File: src/rtl/seq_transport_pkg.sv
package seq_transport_pkg;

   typedef enum logic {
      XPORT_LEVEL = 1'b0,
      XPORT_PULSE = 1'b1
   } xport_mode_e;

   function automatic int unsigned cnt_bits(input int unsigned max_val);
      return (max_val < 2) ? 1 : $clog2(max_val + 1);
   endfunction

   function automatic int unsigned idx_bits(input int unsigned depth);
      return (depth < 3) ? 1 : $clog2(depth);
   endfunction

endpackage

File: src/rtl/seq_sync_edge.sv
module seq_sync_edge #(
   parameter int STAGES = 2
) (
   input  logic clk_i,
   input  logic rst_i,
   input  logic async_i,
   output logic level_o,
   output logic rise_o,
   output logic fall_o
);

   if (STAGES < 2) begin : g_bad_stages
      $error("seq_sync_edge: STAGES must be at least 2");
   end

   logic [STAGES-1:0] chain_q;
   logic              prev_q;

   always_ff @(posedge clk_i) begin
      if (rst_i) begin
         chain_q <= '0;
         prev_q  <= 1'b0;
      end else begin
         chain_q <= {chain_q[STAGES-2:0], async_i};
         prev_q  <= chain_q[STAGES-1];
      end
   end

   assign level_o = chain_q[STAGES-1];
   assign rise_o  = chain_q[STAGES-1] & ~prev_q;
   assign fall_o  = ~chain_q[STAGES-1] & prev_q;

   p_rise_spaced_r2: assert property (@(posedge clk_i) disable iff (rst_i)
      rise_o |=> !rise_o);

endmodule

File: src/rtl/seq_run_ctrl.sv
module seq_run_ctrl
   import seq_transport_pkg::*;
(
   input  logic clk_i,
   input  logic rst_i,
   input  logic pulse_mode_i,
   input  logic go_rise_i,
   input  logic go_fall_i,
   input  logic halt_rise_i,
   output logic running_o
);

   xport_mode_e mode;
   logic        run_q;

   assign mode = xport_mode_e'(pulse_mode_i);

   always_ff @(posedge clk_i) begin
      if (rst_i) begin
         run_q <= 1'b0;
      end else begin
         case (mode)
            XPORT_PULSE: begin
               if (halt_rise_i)    run_q <= 1'b0;
               else if (go_rise_i) run_q <= 1'b1;
            end
            default: begin
               if (go_rise_i)      run_q <= 1'b1;
               else if (go_fall_i) run_q <= 1'b0;
            end
         endcase
      end
   end

   assign running_o = run_q;

   p_stop_wins_r5: assert property (@(posedge clk_i) disable iff (rst_i)
      (pulse_mode_i && halt_rise_i) |=> !running_o);

   p_gate_low_r4: assert property (@(posedge clk_i) disable iff (rst_i)
      (!pulse_mode_i && go_fall_i) |=> !running_o);

   p_start_sets_r5: assert property (@(posedge clk_i) disable iff (rst_i)
      (go_rise_i && !halt_rise_i) |=> running_o);

endmodule

File: src/rtl/seq_step_core.sv
module seq_step_core
   import seq_transport_pkg::*;
#(
   parameter int MAX_LEN        = 16,
   parameter int LOCKOUT_CYCLES = 48000,
   localparam int LEN_W = cnt_bits(MAX_LEN),
   localparam int IDX_W = idx_bits(MAX_LEN)
) (
   input  logic             clk_i,
   input  logic             rst_i,
   input  logic             run_i,
   input  logic             clk_rise_i,
   input  logic             rst_rise_i,
   input  logic [LEN_W-1:0] len_i,
   output logic [IDX_W-1:0] step_o,
   output logic             adv_o
);

   localparam int LK_W = cnt_bits(LOCKOUT_CYCLES);

   if (MAX_LEN < 1 || MAX_LEN > 256) begin : g_bad_len
      $error("seq_step_core: MAX_LEN must lie in 1..256");
   end
   if (LOCKOUT_CYCLES < 0) begin : g_bad_lock
      $error("seq_step_core: LOCKOUT_CYCLES must not be negative");
   end

   logic [IDX_W-1:0] step_q;
   logic             adv_q;
   logic             pend_q;
   logic             lock_busy;
   logic [LEN_W-1:0] eff_len;
   logic [LEN_W-1:0] last_idx;
   logic             at_last;
   logic             clk_ok;
   logic             land;

   // Clamp the run-time length to 1..MAX_LEN
   always_comb begin
      if (len_i == '0)                     eff_len = LEN_W'(1);
      else if (len_i > LEN_W'(MAX_LEN))    eff_len = LEN_W'(MAX_LEN);
      else                                 eff_len = len_i;
   end

   assign last_idx = eff_len - LEN_W'(1);
   assign at_last  = (LEN_W'(step_q) >= last_idx);

   // A reset edge in the same evaluation cycle overrides an active lockout
   assign clk_ok = clk_rise_i & run_i & (~lock_busy | rst_rise_i);
   assign land   = pend_q | rst_rise_i;

   always_ff @(posedge clk_i) begin
      if (rst_i) begin
         step_q <= '0;
         adv_q  <= 1'b0;
         pend_q <= 1'b0;
      end else begin
         adv_q <= clk_ok;
         if (clk_ok) begin
            pend_q <= 1'b0;
            if (land || at_last) step_q <= '0;
            else                 step_q <= step_q + IDX_W'(1);
         end else if (rst_rise_i) begin
            step_q <= '0;
            pend_q <= 1'b1;
         end
      end
   end

   if (LOCKOUT_CYCLES == 0) begin : g_no_lock
      assign lock_busy = 1'b0;
   end else begin : g_lock
      logic [LK_W-1:0] cnt_q;
      always_ff @(posedge clk_i) begin
         if (rst_i)               cnt_q <= '0;
         else if (rst_rise_i)     cnt_q <= LK_W'(LOCKOUT_CYCLES);
         else if (cnt_q != '0)    cnt_q <= cnt_q - LK_W'(1);
      end
      assign lock_busy = (cnt_q != '0);
   end

   assign step_o = step_q;
   assign adv_o  = adv_q;

   p_adv_one_cycle_r2: assert property (@(posedge clk_i) disable iff (rst_i)
      adv_o |=> !adv_o);

   p_wrap_zero_r3: assert property (@(posedge clk_i) disable iff (rst_i)
      (clk_ok && !land && at_last) |=> (step_o == '0));

   p_paused_hold_r4: assert property (@(posedge clk_i) disable iff (rst_i)
      !run_i |=> !adv_o);

   p_reset_zero_r6: assert property (@(posedge clk_i) disable iff (rst_i)
      (rst_rise_i && !clk_ok) |=> (step_o == '0 && !adv_o && pend_q));

   p_land_first_r7: assert property (@(posedge clk_i) disable iff (rst_i)
      (clk_ok && pend_q) |=> (step_o == '0 && adv_o && !pend_q));

   p_same_cycle_r8: assert property (@(posedge clk_i) disable iff (rst_i)
      (clk_rise_i && rst_rise_i && run_i) |=> (step_o == '0 && adv_o && !pend_q));

   p_lockout_drop_r9: assert property (@(posedge clk_i) disable iff (rst_i)
      (lock_busy && !rst_rise_i) |=> !adv_o);

   p_pend_kept_r10: assert property (@(posedge clk_i) disable iff (rst_i)
      (pend_q && !clk_ok) |=> pend_q);

endmodule

File: src/rtl/seq_transport.sv
module seq_transport
   import seq_transport_pkg::*;
#(
   parameter int MAX_LEN        = 16,
   parameter int LOCKOUT_CYCLES = 48000,
   parameter int SYNC_STAGES    = 2,
   localparam int LEN_W = cnt_bits(MAX_LEN),
   localparam int IDX_W = idx_bits(MAX_LEN)
) (
   input  logic             clk_i,
   input  logic             rst_i,
   input  logic             trig_clk_i,
   input  logic             trig_rst_i,
   input  logic             run_i,
   input  logic             stop_i,
   input  logic             pulse_mode_i,
   input  logic [LEN_W-1:0] len_i,
   output logic [IDX_W-1:0] step_o,
   output logic             running_o,
   output logic             advance_o
);

   localparam int N_IN = 4;
   localparam int I_CLK  = 0;
   localparam int I_RST  = 1;
   localparam int I_RUN  = 2;
   localparam int I_STOP = 3;

   logic [N_IN-1:0] raw_in;
   logic [N_IN-1:0] lvl;
   logic [N_IN-1:0] rise;
   logic [N_IN-1:0] fall;
   logic            running;

   assign raw_in = {stop_i, run_i, trig_rst_i, trig_clk_i};

   for (genvar gi = 0; gi < N_IN; gi++) begin : g_in
      seq_sync_edge #(
         .STAGES (SYNC_STAGES)
      ) u_sync (
         .clk_i   (clk_i),
         .rst_i   (rst_i),
         .async_i (raw_in[gi]),
         .level_o (lvl[gi]),
         .rise_o  (rise[gi]),
         .fall_o  (fall[gi])
      );
   end

   logic unused_edges;
   assign unused_edges = &{1'b0, lvl, fall[I_CLK], fall[I_RST], fall[I_STOP]};

   seq_run_ctrl u_run (
      .clk_i        (clk_i),
      .rst_i        (rst_i),
      .pulse_mode_i (pulse_mode_i),
      .go_rise_i    (rise[I_RUN]),
      .go_fall_i    (fall[I_RUN]),
      .halt_rise_i  (rise[I_STOP]),
      .running_o    (running)
   );

   seq_step_core #(
      .MAX_LEN        (MAX_LEN),
      .LOCKOUT_CYCLES (LOCKOUT_CYCLES)
   ) u_core (
      .clk_i      (clk_i),
      .rst_i      (rst_i),
      .run_i      (running),
      .clk_rise_i (rise[I_CLK]),
      .rst_rise_i (rise[I_RST]),
      .len_i      (len_i),
      .step_o     (step_o),
      .adv_o      (advance_o)
   );

   assign running_o = running;

   p_reset_state_r1: assert property (@(posedge clk_i)
      $past(rst_i) |-> (step_o == '0 && !running_o && !advance_o));

endmodule

File: config.mk
export PLATFORM = sky130hd
export DESIGN_NAME = seq_transport
export DESIGN_NICKNAME = d
export VERILOG_FILES = /design/src/rtl/seq_transport_pkg.sv /design/src/rtl/seq_sync_edge.sv /design/src/rtl/seq_run_ctrl.sv /design/src/rtl/seq_step_core.sv /design/src/rtl/seq_transport.sv
export SDC_FILE = /design/constraint.sdc
export NUM_CORES = 1
export LEC_CHECK = 0
export BUFFER_PORTS_ARGS = -buffer_cell sky130_fd_sc_hd__clkbuf_2
export CORE_MARGIN = 2
export CORE_UTILIZATION = 30
export DETAILED_ROUTE_END_ITERATION = 10
export PLACE_DENSITY = 0.43
export SLEW_MARGIN = 40
export SYNTH_ARGS = -nofsm -noshare
export SYNTH_HDL_FRONTEND = slang
export SYNTH_SLANG_ARGS = --single-unit
File: constraint.sdc
create_clock -name clk_i -period 4.75 [get_ports clk_i]
set_input_delay 0.95 -clock clk_i [delete_from_list [all_inputs] [get_ports clk_i]]
set_output_delay 0.95 -clock clk_i [all_outputs]
set_load 0.01 [all_outputs]
Word-level counts from Yosys, hierarchy flattened
Index checks and enable logic that the tools add are counted. Widths: inputs -> output; s select.

Bits in latches: 0. Word-level logic and storage cells: 56. ROM bits: 0. Flip-flop bits (word level): 35. RAM bits: 0. Memories: 0. Output and inout port bits: 6.

Bitwise operators: 15. $add $sub $neg: 3. Divide/modulo/power cells: 0. $mul: 0. Reductions and logical operators: 9. Muxes and demuxes: 12. Shifts and indexed selects: 0. Eq/ne operators: 1. Magnitude comparators: 2.

Operators by type and width (number): $mux 16 (2); $reduce_bool 16->1 (1); $sub 16x1->16 const B (1); $mux 4 (3); $mux 5 (2); $and 1x1->1 (7); $not 1->1 (6); $ge 4x5->1 (1); $gt 5x5->1 const B (1); $logic_not 5->1 (1); $mux 1 (5); $sub 5x1->5 const B (1); $add 4x1->4 const B (1); $reduce_bool 2->1 (2); $reduce_or 2->1 (2); $ne 3x1->1 const B (1); $reduce_bool 3->1 (1); $or 1x1->1 (2); $reduce_and 2->1 (1); $logic_or 1x1->1 (1).

Depth between registers and ports, before layout
Gate-level depths: netlist of run 1.

Depth after elaboration: 8. Depth in mapped cells: 10. Mapped depth without buffers: 10.

Modules after synthesis
A second synthesis of run 1 with hierarchy kept.

Cells, all modules: 183. Area, all modules: 1654.1 µm².

By module, submodules not included: seq_step_core (area each 1249.9 µm², cells each 147, sequential area each 440.4 µm², instances 1); seq_sync_edge (area each 91.3 µm², cells each 8, sequential area each 60.1 µm², instances 4); seq_run_ctrl (area each 38.8 µm², cells each 4, sequential area each 20.0 µm², instances 1).

Least setup slack after synthesis of run 1
OpenSTA, ideal clock, no wires.

Path type: input-to-reg. Start: input len_i[1]. End: register u_core.step_q[3] (netlist: u_core.step_o[3]). Arrival time: 2.532 ns. Setup slack: 2.148 ns. Cell stages on the path: 10. Setup time: 0.070 ns. Path buffers: 0. Cells stage by stage: nor3_1 o21bai_1 ha_1 xnor2_1 ha_1 a211oi_1 o21ai_0 o211ai_1 o2111ai_1 a21oi_1.

Cells in the longest elaborated chain, start to end: 8. Elaborated cells between the ends (all ways): 9.

RTL lines: start: declaration (line seq_transport.sv:17) `input logic [LEN_W-1:0] len_i,`; $gt 5x5->1 (line seq_step_core.sv:41) `else if (len_i > LEN_W'(MAX_LEN)) eff_len = LEN_W'(MAX_LEN);`; $mux 5 (line seq_step_core.sv:41); $mux 5 * (line seq_step_core.sv:40) `if (len_i == '0) eff_len = LEN_W'(1);`; $sub 5x1->5 * (line seq_step_core.sv:45) `assign last_idx = eff_len - LEN_W'(1);`; $ge 4x5->1 * (line seq_step_core.sv:46) `assign at_last = (LEN_W'(step_q) >= last_idx);`; $logic_or 1x1->1 * (line seq_step_core.sv:61) `if (land || at_last) step_q <= '0;`; $mux 4 * (line seq_step_core.sv:61); $mux 4 * (line seq_step_core.sv:59) `if (clk_ok) begin`; end signal: assignment (line seq_step_core.sv:62) `else step_q <= step_q + IDX_W'(1);`; end: declaration (line seq_step_core.sv:28) `logic [IDX_W-1:0] step_q;`.

Mark *: on every way between the ends. The rest lies on a longest branch, timed or not. A chain may end at the register's enable or synchronous reset.

Worst setup path in the final report of run 1
Same ends and word-level chain as after synthesis.

==> results of run 1 <==
per-layer routing:
| layer | track usage | vias up |
|---|---|---|
| li1 | - | 644 |
| met1 | 0.1439 | 567 |
| met2 | 0.1628 | 21 |
| met3 | 0.03791 | 4 |
| met4 | 0.04909 | 0 |
| met5 | 0 | - |
cell type report:
class | count | share of cell area
multi-input cells | 125 | 0.4558
flip-flops and latches | 35 | 0.3867
clock inverters | 3 | 0.01381
repair buffers | 17 | 0.04696
clock buffers | 5 | 0.03798
well taps | 70 | 0.04834
inverters | 5 | 0.01036
sequential cells by signal, summed over array words and instances, names as in the netlist:
| signal | count |
|---|---|
| u_core.adv_o | 1 |
| g_in.u_sync.chain_q | 8 |
| g_in.u_sync.prev_q | 4 |
| u_core.step_o | 4 |
| u_core.pend_q | 1 |
| u_core.g_lock.cnt_q | 16 |
| u_run.running_o | 1 |
kinds of logic (layout without fill, tap and decap cells):
group | Yosys count | count (layout) | share of synthesized area
compound gates | 30 | 30 | 0.1171
xor+xnor | 10 | 10 | 0.05538
mux | 1 | 1 | 0.006329
buf+inv | 10 | 30 | 0.03481
flops | 35 | 35 | 0.4430
simple gates | 77 | 77 | 0.2880
fa+ha+maj | 7 | 7 | 0.05538
cells in the final DEF, fill, tap and decap left out:
cell         n
or4_1        2
clkinvlp_4   1
or3b_2       1
clkinv_4     2
o21a_1       1
nor4_2       1
o21bai_1     1
and2_1       2
nor2_1      13
nor2b_1     18
nor4b_1      1
mux2i_1      1
clkbuf_2    17
o32ai_1      1
nand2_1      8
a211oi_1     2
or4_4        2
nor4_1       2
xnor2_1      5
nor3_1       7
nand2b_1     3
clkbuf_8     5
or3_1        2
o211ai_1     1
inv_1        5
nor3_2       2
and4_1       1
a31oi_1      2
nand4_1      4
o21ai_0      2
a21oi_1     15
o2111ai_1    2
ha_1         7
a21o_2       1
or2b_2       1
xor2_1       5
nand3b_1     3
o31ai_1      2
dfxtp_1     35
nand3_1      4
per-stage QoR:
stage                     utilization  cell area, um2  hold slack, ns  cells  total power [W]
after floorplan                     -            1582          0.4138    170        0.0007179
after global placement         0.3364            1718          0.4302    252        0.0007830
after detailed placement       0.3364            1718          0.4324    252        0.0007865
after CTS                      0.3547            1812          0.4565    260         0.001016
after global routing           0.3547            1812          0.4721    260         0.001084
final                          0.3547            1812          0.4466    260         0.001004
where the power goes:
| group | switching [W] | internal, W | total (W) |
|---|---|---|---|
| registers | 0.0000624 | 0.000356 | 0.000418 |
| logic | 0.000193 | 0.000170 | 0.000363 |
| clock network | 0.000118 | 0.000105 | 0.000223 |
worst reg2reg max path, cell delays in order (launching register included):
cell and delay (ns):
dfxtp_1 0.36, nor4_1 0.55, nand4_1 0.58, nor2_1 0.40, o2111ai_1 0.16, a21oi_1 0.18
final timing paths:
path	from	end	slack [ns]	depth (start not counted)
max reg2reg	u_core.g_lock.cnt_q[11]	u_core.step_o[3]	2.43	5
min	g_in[2].u_sync.chain_q[0]	g_in[2].u_sync.chain_q[1]	0.45	1
max	len_i[1]	u_core.step_o[3]	2.15	11
min reg2reg	g_in[2].u_sync.chain_q[0]	g_in[2].u_sync.chain_q[1]	0.45	1
==> summary.txt, run 1 <==
Floorplanning
  • Die area: 5868 um2
  • Initial Util: 0.3097
  • Chip height: 76.61 um
  • Num rows: 26
  • Core area: 5107 um2
  • Die Wd: 76.61 um
  • Number of I/O pins: 18

GRT
  • Initial antenna violation count: 0
  • GRT Util Overall: 0.1099
  • Largest net degree at the start of global routing: 28
  • Vias in the first global route: 1,114
  • First-pass GRT wire length: 5.106 mm
  • Grt ovf: 0

Critical path
  • CP Data Required Time: 4.96 ns
  • Crit-path max cell delay: 0.26 ns
  • Worst EP arrival: 2.81 ns
  • Worst Path Buf+Inv: 1
  • Crit path max fanout: 4
  • Worst Setup Start Kind: primary input
  • Crit-path cells: clkbuf_2 > nor3_1 > o21bai_1 > ha_1 > xnor2_1 > ha_1 > a211oi_1 > o21ai_0 > o211ai_1 > o2111ai_1 > a21oi_1
  • Most frequent CP cell: ha_1
  • Slowest CP cell: ha_1
  • CP delay by family, top: compound AO/OA/AOI/OAI gates
  • CP endpoint kind: flop
  • Setup CP Type: in -> reg

Min path
  • Tightest Hold Check Type: reg -> reg

Synth
  • Synth Area per Inst: 9.303 um2
  • Yosys warning total: 0
  • Most area-hungry cell type in the Yosys netlist: dfxtp_1
  • Most common cell in the synthesized netlist: dfxtp_1
  • Unique masters post-synth: 40
  • Ys flop type: dfxtp_1
  • Synthesized cell area: 1582 um2
  • Synth top area share: 0.4430
  • Synth Register Bits: 35
  • Cells after Synth: 170
  • Synth top area cells: dfxtp_1, nor2b_1, ha_1, a21oi_1, nor2_1
  • Post-synthesis async set-or-reset flop share: 0
  • Post-synth net total: 189
  • Top cells by count, synth: dfxtp_1, nor2b_1, a21oi_1, nor2_1, nand2_1
  • Post-synth EDFFs: 0
  • Sequential share of the synthesized area: 0.4430

Drt
  • Via count: 1,236
  • Iteration-0 DRC Markers: 86
  • Met3 wire length: 130 um
  • Drt pass-1 iters: 4
  • # DRC: 0
  • Via/cell ratio: 4.754
  • Number of routed nets with antenna violations: 0
  • DR top layer: met4
  • Routed wl met2: 1.286 mm
  • Drt total wl: 2.960 mm
  • DRT met1 WL: 1.507 mm
  • Average wire per standard cell: 11.38 um

Pwr
  • Worst vdd ir: 0.0002064 V
  • Pleak: 0.7035 nW
  • Pwr/cell area: 554.1 nW/um2

Final layout
  • # diodes: 0
  • Filler cell count: 540
  • Layout cells sized above 1: 0.1737
  • Nets: 208
  • Register area: 700.7 um2
  • Area of the multi-input gates: 825.8 um2
  • Area growth syn-to-layout: 14.56%

Placement
  • Gpl congestion: 0.7502
  • Detailed Place HPWL: 2.070 mm
  • Place WS: 1.843 ns
  • Port bufs: 17

STA
  • Fmax achieved: 385.1 MHz
  • Endpoints failing setup: 0
  • Final min period: 2.596 ns
  • Max_slew headroom: 0.5932
  • Final Max Tran Viols: 0
  • Setup ws final: 2.154 ns
  • Final Hold Violating Endpoints: 0
  • Worst slew pin tran: 0.6052 ns
  • Clock skew: 0.006995 ns
  • RSZ-0062 raised after global routing: no
  • Tcrit/Tclk final: 0.5466
  • Setup TNS: 0 ns

CTS
  • Sink Count: 35
  • Post-CTS setup buffer count: 0
  • Hold Buf Count CTS: 0
  • Max Buffers Root-to-Sink: 2
  • Post-CTS sizing: 0
  • Num CTS Buffers: 5
  • CTS tree: yes
  • H-tree levels: 2
  • Clock Pin Slew Worst Setup and Hold Paths: 0.08 ns
  • Clk root buf: clkbuf_8
  • Clk Latency, worst-skew pair: 0.29 ns

Run
  • Max-cap violations: 0

Run status
  • Status: completed
Note: power is estimated with default switching activity, not from simulation.
==> inputs of run 2 (changes only) <==
--- a/config.mk
+++ b/config.mk
@@ -9,7 +9,7 @@
 export CORE_MARGIN = 2
 export CORE_UTILIZATION = 30
 export DETAILED_ROUTE_END_ITERATION = 10
-export PLACE_DENSITY = 0.43
+export PLACE_DENSITY = 0.44
 export SLEW_MARGIN = 40
 export SYNTH_ARGS = -nofsm -noshare
 export SYNTH_HDL_FRONTEND = slang
==> constraint.sdc (replaced) <==
create_clock -name clk_i -period 2.3 [get_ports clk_i]
set_input_delay 0.46 -clock clk_i [delete_from_list [all_inputs] [get_ports clk_i]]
set_output_delay 0.46 -clock clk_i [all_outputs]
set_load 0.01 [all_outputs]
==> run 2 against run 1 <==
Largest cell class unchanged. First-iteration DRC count decreased by 63%. Highest routed layer unchanged. Critical path depth unchanged. Wire length up 5.5%. Sequential cell count unchanged. Cell area up 4.2%. Register-to-register slack lost 2.2 ns. Die area unchanged.
==> summary.txt, run 2 (synthesized netlist as in run 1, its figures left out) <==
STA
  • Setup ws final: 0.1717 ns (-1.982 ns)
  • Setup TNS: 0 ns (unchanged)
  • Hold WS: 0.3834 ns (-0.06316 ns)
  • Endpoints failing setup: 0 (unchanged)
  • Fmax achieved: 469.9 MHz
  • Clock skew: 0.006436 ns (-0.0005588 ns)
  • Tcrit/Tclk final: 0.9254
  • Max_slew headroom: 0.7221 (+0.1289)
  • Final min period: 2.128 ns
  • Worst slew pin tran: 0.4130 ns (-0.1922 ns)
  • Final Hold Violating Endpoints: 0 (unchanged)
  • Final Max Tran Viols: 0 (unchanged)
  • RSZ-0062 raised after global routing: no

GRT
  • Grt ovf: 0 (unchanged)
  • First-pass GRT wire length: 5.333 mm (+4.4%)
  • Initial antenna violation count: 0 (unchanged)
  • Vias in the first global route: 1,158 (+3.9%)
  • Largest net degree at the start of global routing: 27 (-3.6%)
  • GRT Util Overall: 0.1117 (+0.001806)

Critical path
  • Crit path max fanout: 4 (unchanged)
  • CP endpoint kind: flop
  • Setup CP Type: in -> reg
  • Worst EP arrival: 2.35 ns (-0.46 ns)
  • Worst Reg2Reg Path Length in Cells: 7 (+2)
  • CP Data Required Time: 2.52 ns (-2.44 ns)
  • End of the critical path: u_core.step_o[2]
  • Worst R2R End: u_core.g_lock.cnt_q[12]
  • Worst Setup Start Kind: primary input
  • R2R Path Start: u_core.g_lock.cnt_q[0]
  • Crit. Startpoint: len_i[1]
  • Worst R2R Setup Slack: 0.22 ns (-2.21 ns)

CTS
  • Num CTS Buffers: 5 (unchanged)
  • Hold Buf Count CTS: 0 (unchanged)
  • Max Buffers Root-to-Sink: 2 (unchanged)
  • CTS tree: yes
  • Clk root buf: clkbuf_8
  • Clock Pin Slew Worst Setup and Hold Paths: 0.07 ns (about the same)
  • Sink Count: 35 (unchanged)
  • H-tree levels: 2 (unchanged)
  • Clk Latency, worst-skew pair: 0.28 ns (about the same)

Drt
  • Met3 wire length: 114 um (-12%)
  • Iteration-0 DRC Markers: 32 (-63%)
  • Average wire per standard cell: 11.74 um (+3.1%)
  • Routed wl met2: 1.393 mm (+8.3%)
  • Drt total wl: 3.123 mm (+5.5%)
  • # DRC: 0 (unchanged)
  • Via count: 1,238 (+0.16%)
  • DRT met1 WL: 1.598 mm (+6.0%)
  • Via/cell ratio: 4.654 (-2.1%)
  • Drt pass-1 iters: 4 (unchanged)
  • DR top layer: met4
  • Number of routed nets with antenna violations: 0 (unchanged)

Final layout
  • Layout cells sized above 1: 0.2092 (+0.03550)
  • Largest register by flop count: u_core.g_lock.cnt_q
  • Largest regs: u_core.g_lock.cnt_q x16, g_in.u_sync.chain_q x8
  • Commonest non-fill, non-tap cell in the layout: dfxtp_1
  • Max reg flops: 16 (unchanged)
  • Final instance area: 1888 um2 (+4.2%)
  • Area growth syn-to-layout: 19.38%
  • # diodes: 0 (unchanged)
  • Nets: 214 (+2.9%)
  • Most frequent cells in the layout: dfxtp_1, nor2b_1, clkbuf_2, a21oi_1, nor2_1

Floorplanning
  • Die Wd: 76.61 um (unchanged)
  • Die area: 5868 um2 (unchanged)
  • Core area: 5107 um2 (unchanged)
  • Number of I/O pins: 18 (unchanged)
  • Num rows: 26 (unchanged)
  • Chip height: 76.61 um (unchanged)
  • Initial Util: 0.3097 (unchanged)

Run status
  • Status: completed

Placement
  • Gpl congestion: 0.7767 (+3.5%)
  • Detailed Place HPWL: 2.173 mm (+5.0%)
  • Placed Instance Area: 1763 um2 (+2.6%)
  • Port bufs: 17 (unchanged)
  • Place WS: -0.1502 ns (-1.993 ns)

Run
  • Max-cap violations: 0 (unchanged)

Pwr
  • Worst vdd ir: 0.0003591 V (+74%)
  • Pwr/cell area: 1186 nW/um2 (+110%)
  • Pleak: 0.7512 nW (+6.8%)

Min path
  • Tightest Hold Check Type: in -> reg
-- run 2: how the worst min path moves through the flow --
| stage | endpoint | slack (ns) | cells past startpoint | from |
|---|---|---|---|---|
| after CTS | g_in[0].u_sync.chain_q[0] | 0.37 | 2 | trig_clk_i |
| after floorplan | g_in[0].u_sync.chain_q[1] | 0.41 | 1 | g_in[0].u_sync.chain_q[0] |
| after detailed placement | g_in[0].u_sync.chain_q[1] | 0.43 | 1 | g_in[0].u_sync.chain_q[0] |
| after global routing | g_in[3].u_sync.chain_q[0] | 0.39 | 2 | stop_i |
| final | g_in[0].u_sync.chain_q[0] | 0.38 | 2 | trig_clk_i |
| after global placement | g_in[1].u_sync.chain_q[1] | 0.43 | 1 | g_in[1].u_sync.chain_q[0] |
-- run 2: per-layer routing --
layer / vias to the layer above / global-route usage
li1: 652 / -
met1: 567 / 0.1424
met2: 17 / 0.1752
met3: 2 / 0.03791
met4: 0 / 0.04000
met5: - / 0
-- run 2: through the flow --
stage	std cells	utilization	total power [W]
2_1_floorplan	170	-	0.001483
3_3_place_gp	258	0.3452	0.001692
3_5_place_dp	258	0.3452	0.001701
4_1_cts	266	0.3672	0.002266
5_1_grt	266	0.3697	0.002419
6_report	266	0.3697	0.002239
-- run 2: layout make-up --
class	count	area [um2]
Fill cell	516	3219
Multi-Input combinational cell	125	838.3
Sequential cell	35	700.7
Timing Repair Buffer	23	130.1
Tap cell	70	87.58
Clock buffer	5	68.82
Clock inverter	3	43.79
Inverter	5	18.77
-- run 2: repair_timing --
| action | CTS | global route |
|---|---|---|
| endpoints found under the setup margin | 0 | 4 |
| buffers inserted | 0 | 0 |
| hold endpoints to repair | 0 | 0 |
| gates resized for setup | 0 | 2 |
-- run 2: power by group --
| part | switching [W] | total (W) | internal, W | leakage (nW) |
|---|---|---|---|---|
| logic | 0.000416 | 0.000826 | 0.000410 | 0.406 |
| registers | 0.000130 | 0.000864 | 0.000735 | 0.287 |
| clock network | 0.000226 | 0.000549 | 0.000323 | 0.0581 |
| total | 0.000772 | 0.00224 | 0.00147 | 0.751 |
-- run 2: critical path, cell delays in order --
cell and delay [ns]:
clkbuf_2 0.11, nor3_2 0.18, o21bai_1 0.11, ha_1 0.23, xnor2_2 0.15, ha_1 0.29
a211oi_1 0.20, o21ai_0 0.11, o211ai_1 0.20, o2111ai_1 0.16, a21oi_1 0.15
